### src/rtl/gate_ctl_pkg.sv
package gate_ctl_pkg;
    // number of synchronized single-bit controls shared by all phases
    localparam int SHARED_CTRL = 3;

    // computes the counter width needed to hold a dead-time load value
    function automatic int cnt_width(input int dead);
        return (dead < 1) ? 1 : $clog2(dead + 1);
    endfunction
endpackage

### src/rtl/gc_sync.sv
module gc_sync #(
    parameter int          W       = 4,
    parameter logic [W-1:0] RST_VAL = '0
) (
    input  logic         clk,
    input  logic         rst,
    input  logic [W-1:0] async_in,
    output logic [W-1:0] sync_out
);
    typedef struct packed {
        logic [W-1:0] s1;
        logic [W-1:0] s2;
    } sync_t;

    sync_t st_d, st_q;

    always_comb begin
        st_d.s1 = async_in;
        st_d.s2 = st_q.s1;
    end

    always_ff @(posedge clk) begin
        if (rst) begin
            st_q.s1 <= RST_VAL;
            st_q.s2 <= RST_VAL;
        end else begin
            st_q <= st_d;
        end
    end

    assign sync_out = st_q.s2;
endmodule

### src/rtl/gc_fault.sv
module gc_fault (
    input  logic clk,
    input  logic rst,
    input  logic fault_s,
    input  logic sd_s,
    output logic kill,
    output logic pull
);
    logic latch_d, latch_q;

    always_comb begin
        // set by a trip, held until the shutdown line is seen low
        latch_d = fault_s | (latch_q & sd_s);
    end

    always_ff @(posedge clk) begin
        if (rst) latch_q <= 1'b0;
        else     latch_q <= latch_d;
    end

    // fast path: the synchronized trip kills gates before the latch is set
    assign kill = fault_s | latch_q;
    assign pull = latch_q;

    a_r7_trip_sets_pull: assert property (@(posedge clk) disable iff (rst)
        fault_s |=> pull);
    a_r8_hold_while_line_high: assert property (@(posedge clk) disable iff (rst)
        (pull && sd_s) |=> pull);
    a_r8_release_on_low: assert property (@(posedge clk) disable iff (rst)
        (!sd_s && !fault_s) |=> !pull);
endmodule

### src/rtl/gc_phase.sv
module gc_phase
    import gate_ctl_pkg::*;
#(
    parameter int DEAD_CYC = 60
) (
    input  logic clk,
    input  logic rst,
    input  logic hi_cmd,
    input  logic lo_cmd_n,
    input  logic enable,
    input  logic hi_ok,
    output logic gate_hi,
    output logic gate_lo
);
    localparam int CW = cnt_width(DEAD_CYC);
    localparam logic [CW-1:0] LOAD = CW'(DEAD_CYC);

    typedef struct packed {
        logic          hi;
        logic          lo;
        logic [CW-1:0] cnt;
    } ph_t;

    ph_t  st_d, st_q;
    logic req_hi, req_lo, free;

    always_comb begin
        req_hi = enable & hi_ok & hi_cmd & lo_cmd_n;
        req_lo = enable & ~hi_cmd & ~lo_cmd_n;
        free   = (st_q.cnt == '0);

        st_d.hi = req_hi & (st_q.hi | (free & ~st_q.lo));
        st_d.lo = req_lo & (st_q.lo | (free & ~st_q.hi));

        if ((st_q.hi & ~st_d.hi) | (st_q.lo & ~st_d.lo))
            st_d.cnt = LOAD;
        else if (!free)
            st_d.cnt = st_q.cnt - CW'(1);
        else
            st_d.cnt = st_q.cnt;
    end

    always_ff @(posedge clk) begin
        if (rst) begin
            st_q.hi  <= 1'b0;
            st_q.lo  <= 1'b0;
            st_q.cnt <= LOAD;
        end else begin
            st_q <= st_d;
        end
    end

    assign gate_hi = st_q.hi;
    assign gate_lo = st_q.lo;

    a_r3_never_both_on: assert property (@(posedge clk) disable iff (rst)
        !(gate_hi && gate_lo));
    a_r3_interlock_off: assert property (@(posedge clk) disable iff (rst)
        (hi_cmd && !lo_cmd_n) |=> (!gate_hi && !gate_lo));
    a_r4_hi_rise_after_lo_off: assert property (@(posedge clk) disable iff (rst)
        $rose(gate_hi) |-> $past(!gate_lo));
    a_r4_lo_rise_after_hi_off: assert property (@(posedge clk) disable iff (rst)
        $rose(gate_lo) |-> $past(!gate_hi));
    a_r10_boot_uv_hi_off: assert property (@(posedge clk) disable iff (rst)
        !hi_ok |=> !gate_hi);
endmodule

### src/rtl/inverter_gate_ctl.sv
module inverter_gate_ctl
    import gate_ctl_pkg::*;
#(
    parameter int PHASES   = 3,
    parameter int DEAD_CYC = 60
) (
    input  logic              clk,
    input  logic              rst,
    input  logic [PHASES-1:0] hi_cmd,
    input  logic [PHASES-1:0] lo_cmd_n,
    input  logic              sd_n,
    input  logic              fault,
    input  logic              uv_main,
    input  logic [PHASES-1:0] uv_boot,
    output logic [PHASES-1:0] gate_hi,
    output logic [PHASES-1:0] gate_lo,
    output logic              sd_pull
);
    localparam int SW = 3 * PHASES + SHARED_CTRL;
    // order: {uv_boot, uv_main, fault, sd_n, lo_cmd_n, hi_cmd}; safe values in reset
    localparam logic [SW-1:0] SYNC_RST =
        {{PHASES{1'b1}}, 1'b1, 1'b0, 1'b0, {PHASES{1'b1}}, {PHASES{1'b0}}};

    logic [SW-1:0]     raw, synced;
    logic [PHASES-1:0] hi_s, lo_n_s, uv_boot_s;
    logic              sd_s, fault_s, uv_main_s;
    logic              kill, enable;

    assign raw = {uv_boot, uv_main, fault, sd_n, lo_cmd_n, hi_cmd};

    gc_sync #(.W(SW), .RST_VAL(SYNC_RST)) u_sync (
        .clk     (clk),
        .rst     (rst),
        .async_in(raw),
        .sync_out(synced)
    );

    assign hi_s      = synced[PHASES-1:0];
    assign lo_n_s    = synced[2*PHASES-1:PHASES];
    assign sd_s      = synced[2*PHASES];
    assign fault_s   = synced[2*PHASES+1];
    assign uv_main_s = synced[2*PHASES+2];
    assign uv_boot_s = synced[SW-1:2*PHASES+3];

    gc_fault u_fault (
        .clk    (clk),
        .rst    (rst),
        .fault_s(fault_s),
        .sd_s   (sd_s),
        .kill   (kill),
        .pull   (sd_pull)
    );

    assign enable = sd_s & ~kill & ~uv_main_s;

    for (genvar p = 0; p < PHASES; p++) begin : g_phase
        gc_phase #(.DEAD_CYC(DEAD_CYC)) u_phase (
            .clk     (clk),
            .rst     (rst),
            .hi_cmd  (hi_s[p]),
            .lo_cmd_n(lo_n_s[p]),
            .enable  (enable),
            .hi_ok   (~uv_boot_s[p]),
            .gate_hi (gate_hi[p]),
            .gate_lo (gate_lo[p])
        );
    end

    a_r6_shutdown_all_off: assert property (@(posedge clk) disable iff (rst)
        !sd_s |=> (gate_hi == '0 && gate_lo == '0));
    a_r7_fault_all_off: assert property (@(posedge clk) disable iff (rst)
        fault_s |=> (gate_hi == '0 && gate_lo == '0));
    a_r9_main_uv_all_off: assert property (@(posedge clk) disable iff (rst)
        uv_main_s |=> (gate_hi == '0 && gate_lo == '0));
    a_r1_reset_quiet: assert property (@(posedge clk)
        $past(rst) |-> (gate_hi == '0 && gate_lo == '0 && !sd_pull));
endmodule

### config.mk
export PLATFORM = sky130hd
export DESIGN_NAME = inverter_gate_ctl
export DESIGN_NICKNAME = d
export VERILOG_FILES = /design/src/rtl/gate_ctl_pkg.sv /design/src/rtl/gc_sync.sv /design/src/rtl/gc_fault.sv /design/src/rtl/gc_phase.sv /design/src/rtl/inverter_gate_ctl.sv
export SDC_FILE = /design/constraint.sdc
export NUM_CORES = 1
export LEC_CHECK = 0
export BUFFER_PORTS_ARGS = -buffer_cell sky130_fd_sc_hd__buf_2
export CORE_MARGIN = 4
export CORE_UTILIZATION = 45
export DETAILED_ROUTE_END_ITERATION = 6
export PLACE_DENSITY = 0.66
export SLEW_MARGIN = 30
export SYNTH_ARGS = -nofsm -noshare
export SYNTH_HDL_FRONTEND = slang
export SYNTH_SLANG_ARGS = --single-unit
### constraint.sdc
create_clock -name clk -period 3.7 [get_ports clk]
set_clock_uncertainty 0.1 [all_clocks]
set_input_delay 0.74 -clock clk [delete_from_list [all_inputs] [get_ports clk]]
set_output_delay 0.74 -clock clk [all_outputs]
set_load 0.02 [all_outputs]
-- After elaboration in Yosys (flattened, before gate mapping)
Index checks and enable logic that the tools add are counted.
W data, S select, Z words.
- $add $sub $neg: 3
- bitwise operators: 70
- reductions and logical operators: 6
- operator list (cell ; number):
    $and A1 B1 Y1 ; 36
    $not A1 Y1 ; 23
    $logic_not A6 Y1 ; 3
    $sub A6 B1 Y6 const B ; 3
    $or A1 B1 Y1 ; 11
    $reduce_or A2 Y1 ; 3
- flip-flop bits (word level): 49
- input port bits: 14
- output and inout port bits: 7
- word-level logic and storage cells: 91

-- Logic depth before layout (Yosys ltp)
- depth after elaboration: 12
- depth in mapped cells: 7
- depth with buffers taken out: 6

-- By module
From an unflattened synthesis, not the netlist that was laid out.
- cells, all modules: 187
- area, all modules: 1929.4 µm²
- modules (own cells, without submodules) (module ; times used ; cells an instance ; area each (µm²)):
    gc_phase ; 3 ; 43 ; 404.1
    gc_sync ; 1 ; 50 ; 658.1
    gc_fault ; 1 ; 4 ; 35.0
    inverter_gate_ctl ; 1 ; 4 ; 23.8

-- Worst setup path before layout
OpenSTA, ideal clock, no wires.
- path kind: flip-flop to flip-flop
- start: reg u_fault.latch_q (netlist: u_fault.pull)
- end: reg g_phase[0].u_phase.st_q[0] (netlist name)
- library setup time: 0.058 ns
- data arrival time: 1.657 ns
- setup slack: 1.885 ns
- stages on the path, launching flop included: 6
- period minus slack after synthesis: 1.815 ns
- cells stage by stage: dfxtp_1 -> or4b_4 -> buf_6 -> o31a_1 -> nor3_4 -> and2_2
- cells in the longest elaborated chain, start to end: 12
- elaborated cells on any way between the ends: 17
- RTL lines (item ; RTL line ; RTL):
    start: declaration ; gc_fault.sv:9 ; logic latch_d, latch_q;
    start signal: assignment ; gc_fault.sv:18 ; else latch_q <= latch_d;
    $or A1 B1 Y1 (*) ; gc_fault.sv:22 ; assign kill = fault_s | latch_q;
    $not A1 Y1 (*) ; inverter_gate_ctl.sv:54 ; assign enable = sd_s & ~kill & ~uv_main_s;
    $and A1 B1 Y1 (*) (2 in a row) ; inverter_gate_ctl.sv:54 ;
    $and A1 B1 Y1 (3 in a row) ; gc_phase.sv:28 ; req_hi = enable & hi_ok & hi_cmd & lo_cmd_n;
    $and A1 B1 Y1 ; gc_phase.sv:32 ; st_d.hi = req_hi & (st_q.hi | (free & ~st_q.lo));
    $not A1 Y1 ; gc_phase.sv:35 ; if ((st_q.hi & ~st_d.hi) | (st_q.lo & ~st_d.lo))
    $and A1 B1 Y1 ; gc_phase.sv:35 ;
    $or A1 B1 Y1 (*) ; gc_phase.sv:35 ;
    $reduce_or A2 Y1 (no line) (*) ; n/a ;
    end signal: assignment ; gc_phase.sv:49 ; st_q <= st_d;
    end: declaration ; gc_phase.sv:24 ; ph_t st_d, st_q;
Mark *: on every way between the ends. The rest lies on a longest branch, timed or not.
A chain may end at the register's enable or synchronous reset.

-- Worst setup path after layout
- start: reg u_sync.st_q (netlist bit u_sync.sync_out[7])
- end: reg g_phase[0].u_phase.st_q[1] (netlist name)
- cells in the longest elaborated chain, start to end: 12
- elaborated cells on any way between the ends: 17
- RTL lines (item ; RTL line ; RTL):
    start: declaration ; gc_sync.sv:15 ; sync_t st_d, st_q;
    start signal: assignment ; gc_sync.sv:27 ; st_q <= st_d;
    $or A1 B1 Y1 (*) ; gc_fault.sv:22 ;
    $not A1 Y1 (*) ; inverter_gate_ctl.sv:54 ;
    $and A1 B1 Y1 (*) (2 in a row) ; inverter_gate_ctl.sv:54 ;
    $and A1 B1 Y1 (3 in a row) ; gc_phase.sv:28 ;
    $and A1 B1 Y1 ; gc_phase.sv:32 ;
    $not A1 Y1 ; gc_phase.sv:35 ;
    $and A1 B1 Y1 ; gc_phase.sv:35 ;
    $or A1 B1 Y1 (*) ; gc_phase.sv:35 ;
    $reduce_or A2 Y1 (no line) (*) ; n/a ;
Marks and branches as above.

==> reports/metrics.yaml <==
timing:
  grt_setup_unrepaired: "false"
  fin_setup_tns_ps: 0
  tightestPinTransition_ps: 600
  drv_slew: 0
  slew_headroom: 0.600
  finalSetupViolCount: 0
  fmax_mhz: 551
  post-route-period-util: 0.491
  hold_viol: 0
  post-route-min-period_ps: 1820
  fin_hold_ws_ps: 312
clock_tree:
  root_buffer: "clkbuf_8"
  cts_tree: "yes"
  clock-sinks: 49
  path_clk_slew_ps: 80
  cts_made_buffers: 5
  cts-hold-fix-buffers: 0
  clk_latency_ps: 290
  postCtsSetupBuffers: 0
  cts-resized-gates: 0
  htreeDepth: 2
  clock_path_buffers: 2
floorplan:
  rows: 23
  core_area_mm2: 0.00409
  die_y_um: 73.5
  ioPinCount: 21
  die_w_um: 73.5
  start_util: 0.472
  die_area_mm2: 0.00540
job:
  maxCapViolations: 0
placement:
  portBuffers: 20
  post-dp-hpwl_um: 1910
  place_congestion: 0.732
critical_path:
  r2r_cells: 4
  crit_required_ps: 3840
  crit_type: "flop to flop"
  start_kind: "flop"
  worstPathArrival_ps: 1960
  r2r_start: "u_sync.sync_out[7]"
  worstSetupEndpointType: "flop"
  crit_path_max_fanout: 12
  r2r_slack_ps: 1880
  worstReg2RegEnd: "g_phase[0].u_phase.st_q[1]"
synthesis:
  syn_avg_cell_area_um2: 9.95
  ys_ff_latch: 49
  seq_area_frac_synth: 0.508
  synthesis.area_mm2: 0.00193
  synth.distinct_cells: 29
  yosysWarnings: 0
  syn_nets: 214
  synthCells: 194
global_routing:
  antenna_found_initial: 0
  grt_pass1_wl_um: 4770
  grt_pass1_vias: 1136
  grt-ovfl-total: 0
  grtUsageTotal: 0.113
  grt_max_degree: 35
pwr:
  switching_power_uw: 218
  combPwrFrac: 0.089
  p_clk_frac: 0.314
  intPower_uw: 750
  swShare: 0.225
  p_per_area_mw_per_mm2: 459
  ir_drop_mv: 0.306
  pwr-share-seq: 0.598
  p_leak_nw: 0.911
min_path:
  hp-class: "flop to flop"
  hold_start: "u_sync.st_d[9]"
  hold_end: "u_sync.sync_out[9]"
  hold_depth: 1
drt:
  vias: 1222
  drt_iter0_drc: 39
  avgRoutedWirePerCell_um: 10.1
  routed_wl_um: 2640
  vias_per_cell: 4.70
  dr.pass1.iters: 4
  drc: 0
  ant_nets: 0
layout:
  drive_gt1_frac: 0.229
  syn2layout_area_growth_pct: 9.40
  fill_cells: 395
  diodes: 0
  final_nets: 230
outcome:
  status: "finished, final reports clean"
[layout by cell type, fill, tap and decap left out, types with 3 or more instances in the layout]
cell type / n
buf_2: 20
clkbuf_8: 6
dfxtp_1: 49
ha_1: 6
inv_1: 6
mux2i_1: 3
nand2_1: 24
nand3b_1: 6
nor2_1: 11
nor2b_1: 11
nor3_1: 10
nor3_4: 3
nor4_1: 3
o211a_1: 3
o21a_1: 9
or2_2: 14
xnor2_1: 3
xor2_1: 8
[final cells by class]
cell class | instances | area (um2) | area share
clock buffer | 6 | 82.6 | 0.0391
clock inverter | 1 | 7.51 | 0.00356
inverter | 6 | 22.5 | 0.0107
multi-input combinational | 128 | 855 | 0.405
sequential | 49 | 981 | 0.465
tap | 50 | 62.6 | 0.0296
timing repair buffer | 20 | 100 | 0.0474
[per-stage QoR]
step | total power, mW | util | cells | cell area (um2) | setup slack (ps)
floorplan | 0.655 | - | 194 | 1930 | 1890
global placement | 0.676 | 0.494 | 253 | 2020 | 1920
detailed placement | 0.678 | 0.494 | 253 | 2020 | 1900
CTS | 0.983 | 0.517 | 260 | 2110 | 1870
global route | 1.02 | 0.517 | 260 | 2110 | 1780
finish | 0.968 | 0.517 | 260 | 2110 | 1880
[power groups by stage]
stage                     registers (mW)  logic [mW]  clock network (mW)
after floorplan                    0.586      0.0687                   0
after global placement             0.591      0.0855                   0
after detailed placement           0.591      0.0866                   0
after CTS                          0.579      0.0872               0.317
after global routing               0.584       0.103               0.336
final                              0.579      0.0859               0.304
[worst max-delay path: stages, from the launching register on]
cell and delay (ps):
dfxtp_1 310, or4b_4 610, o31a_1 300, nor3_4 240
o211a_1 200
[how the worst max path moves through the flow]
stage / from / to / slack (ps)
floorplan: u_fault.pull / g_phase[0].u_phase.st_q[0] / 1890
global placement: u_sync.sync_out[7] / g_phase[2].u_phase.st_q[1] / 1920
detailed placement: rst / g_phase[0].u_phase.st_q[0] / 1900
CTS: u_sync.sync_out[7] / g_phase[0].u_phase.st_q[1] / 1870
global route: u_fault.pull / g_phase[2].u_phase.st_q[1] / 1780
finish: u_sync.sync_out[7] / g_phase[0].u_phase.st_q[1] / 1880
[sequential cells by signal (all words and copies together), names as in the netlist]
name,cells
g_phase.u_phase.gate_lo,3
u_sync.sync_out,12
g_phase.u_phase.st_q,18
u_sync.st_d,12
g_phase.u_phase.gate_hi,3
u_fault.pull,1
[Yosys cell counts]
cell type,n,share of area
dfxtp_1,49,0.51
inv_1,6,0.012
and2_2,1,0.0039
nand2_1,24,0.047
o31a_1,1,0.0045
a21oi_1,1,0.0026
xnor2_1,3,0.014
mux2i_1,3,0.016
nand2b_1,1,0.0032
nor4_1,3,0.0097
o31a_2,2,0.010
o21a_1,9,0.035
nor3b_1,2,0.0078
or3_1,1,0.0032
and2_1,2,0.0065
nand3_1,2,0.0052
or2_2,14,0.045
ha_1,6,0.039
xor2_1,8,0.036
nand3b_1,6,0.023
or4b_4,1,0.0071
clkbuf_1,4,0.0078
buf_6,1,0.0058
nor3_1,10,0.026
o211a_1,3,0.016
nor2b_1,11,0.036
nor2_1,11,0.021
nor3_4,3,0.025
buf_4,6,0.023
[cell families after synthesis]
family / after synthesis / synth area share
simple gates: 92 / 0.270
fa+ha+maj: 6 / 0.0389
mux: 3 / 0.0156
xor+xnor: 11 / 0.0499
compound gates: 16 / 0.0681
buf+inv: 17 / 0.0486
flops: 49 / 0.508
[layer usage]
metal | up-vias | GRT usage | routed length, um
met1 | 537 | 0.145 | 1280
met5 | - | 0 | 0
met2 | 19 | 0.174 | 1190
met4 | 0 | 0.0423 | 39
met3 | 5 | 0.0410 | 133
li1 | 661 | - | -
Note: power is estimated with default switching activity, not from simulation.
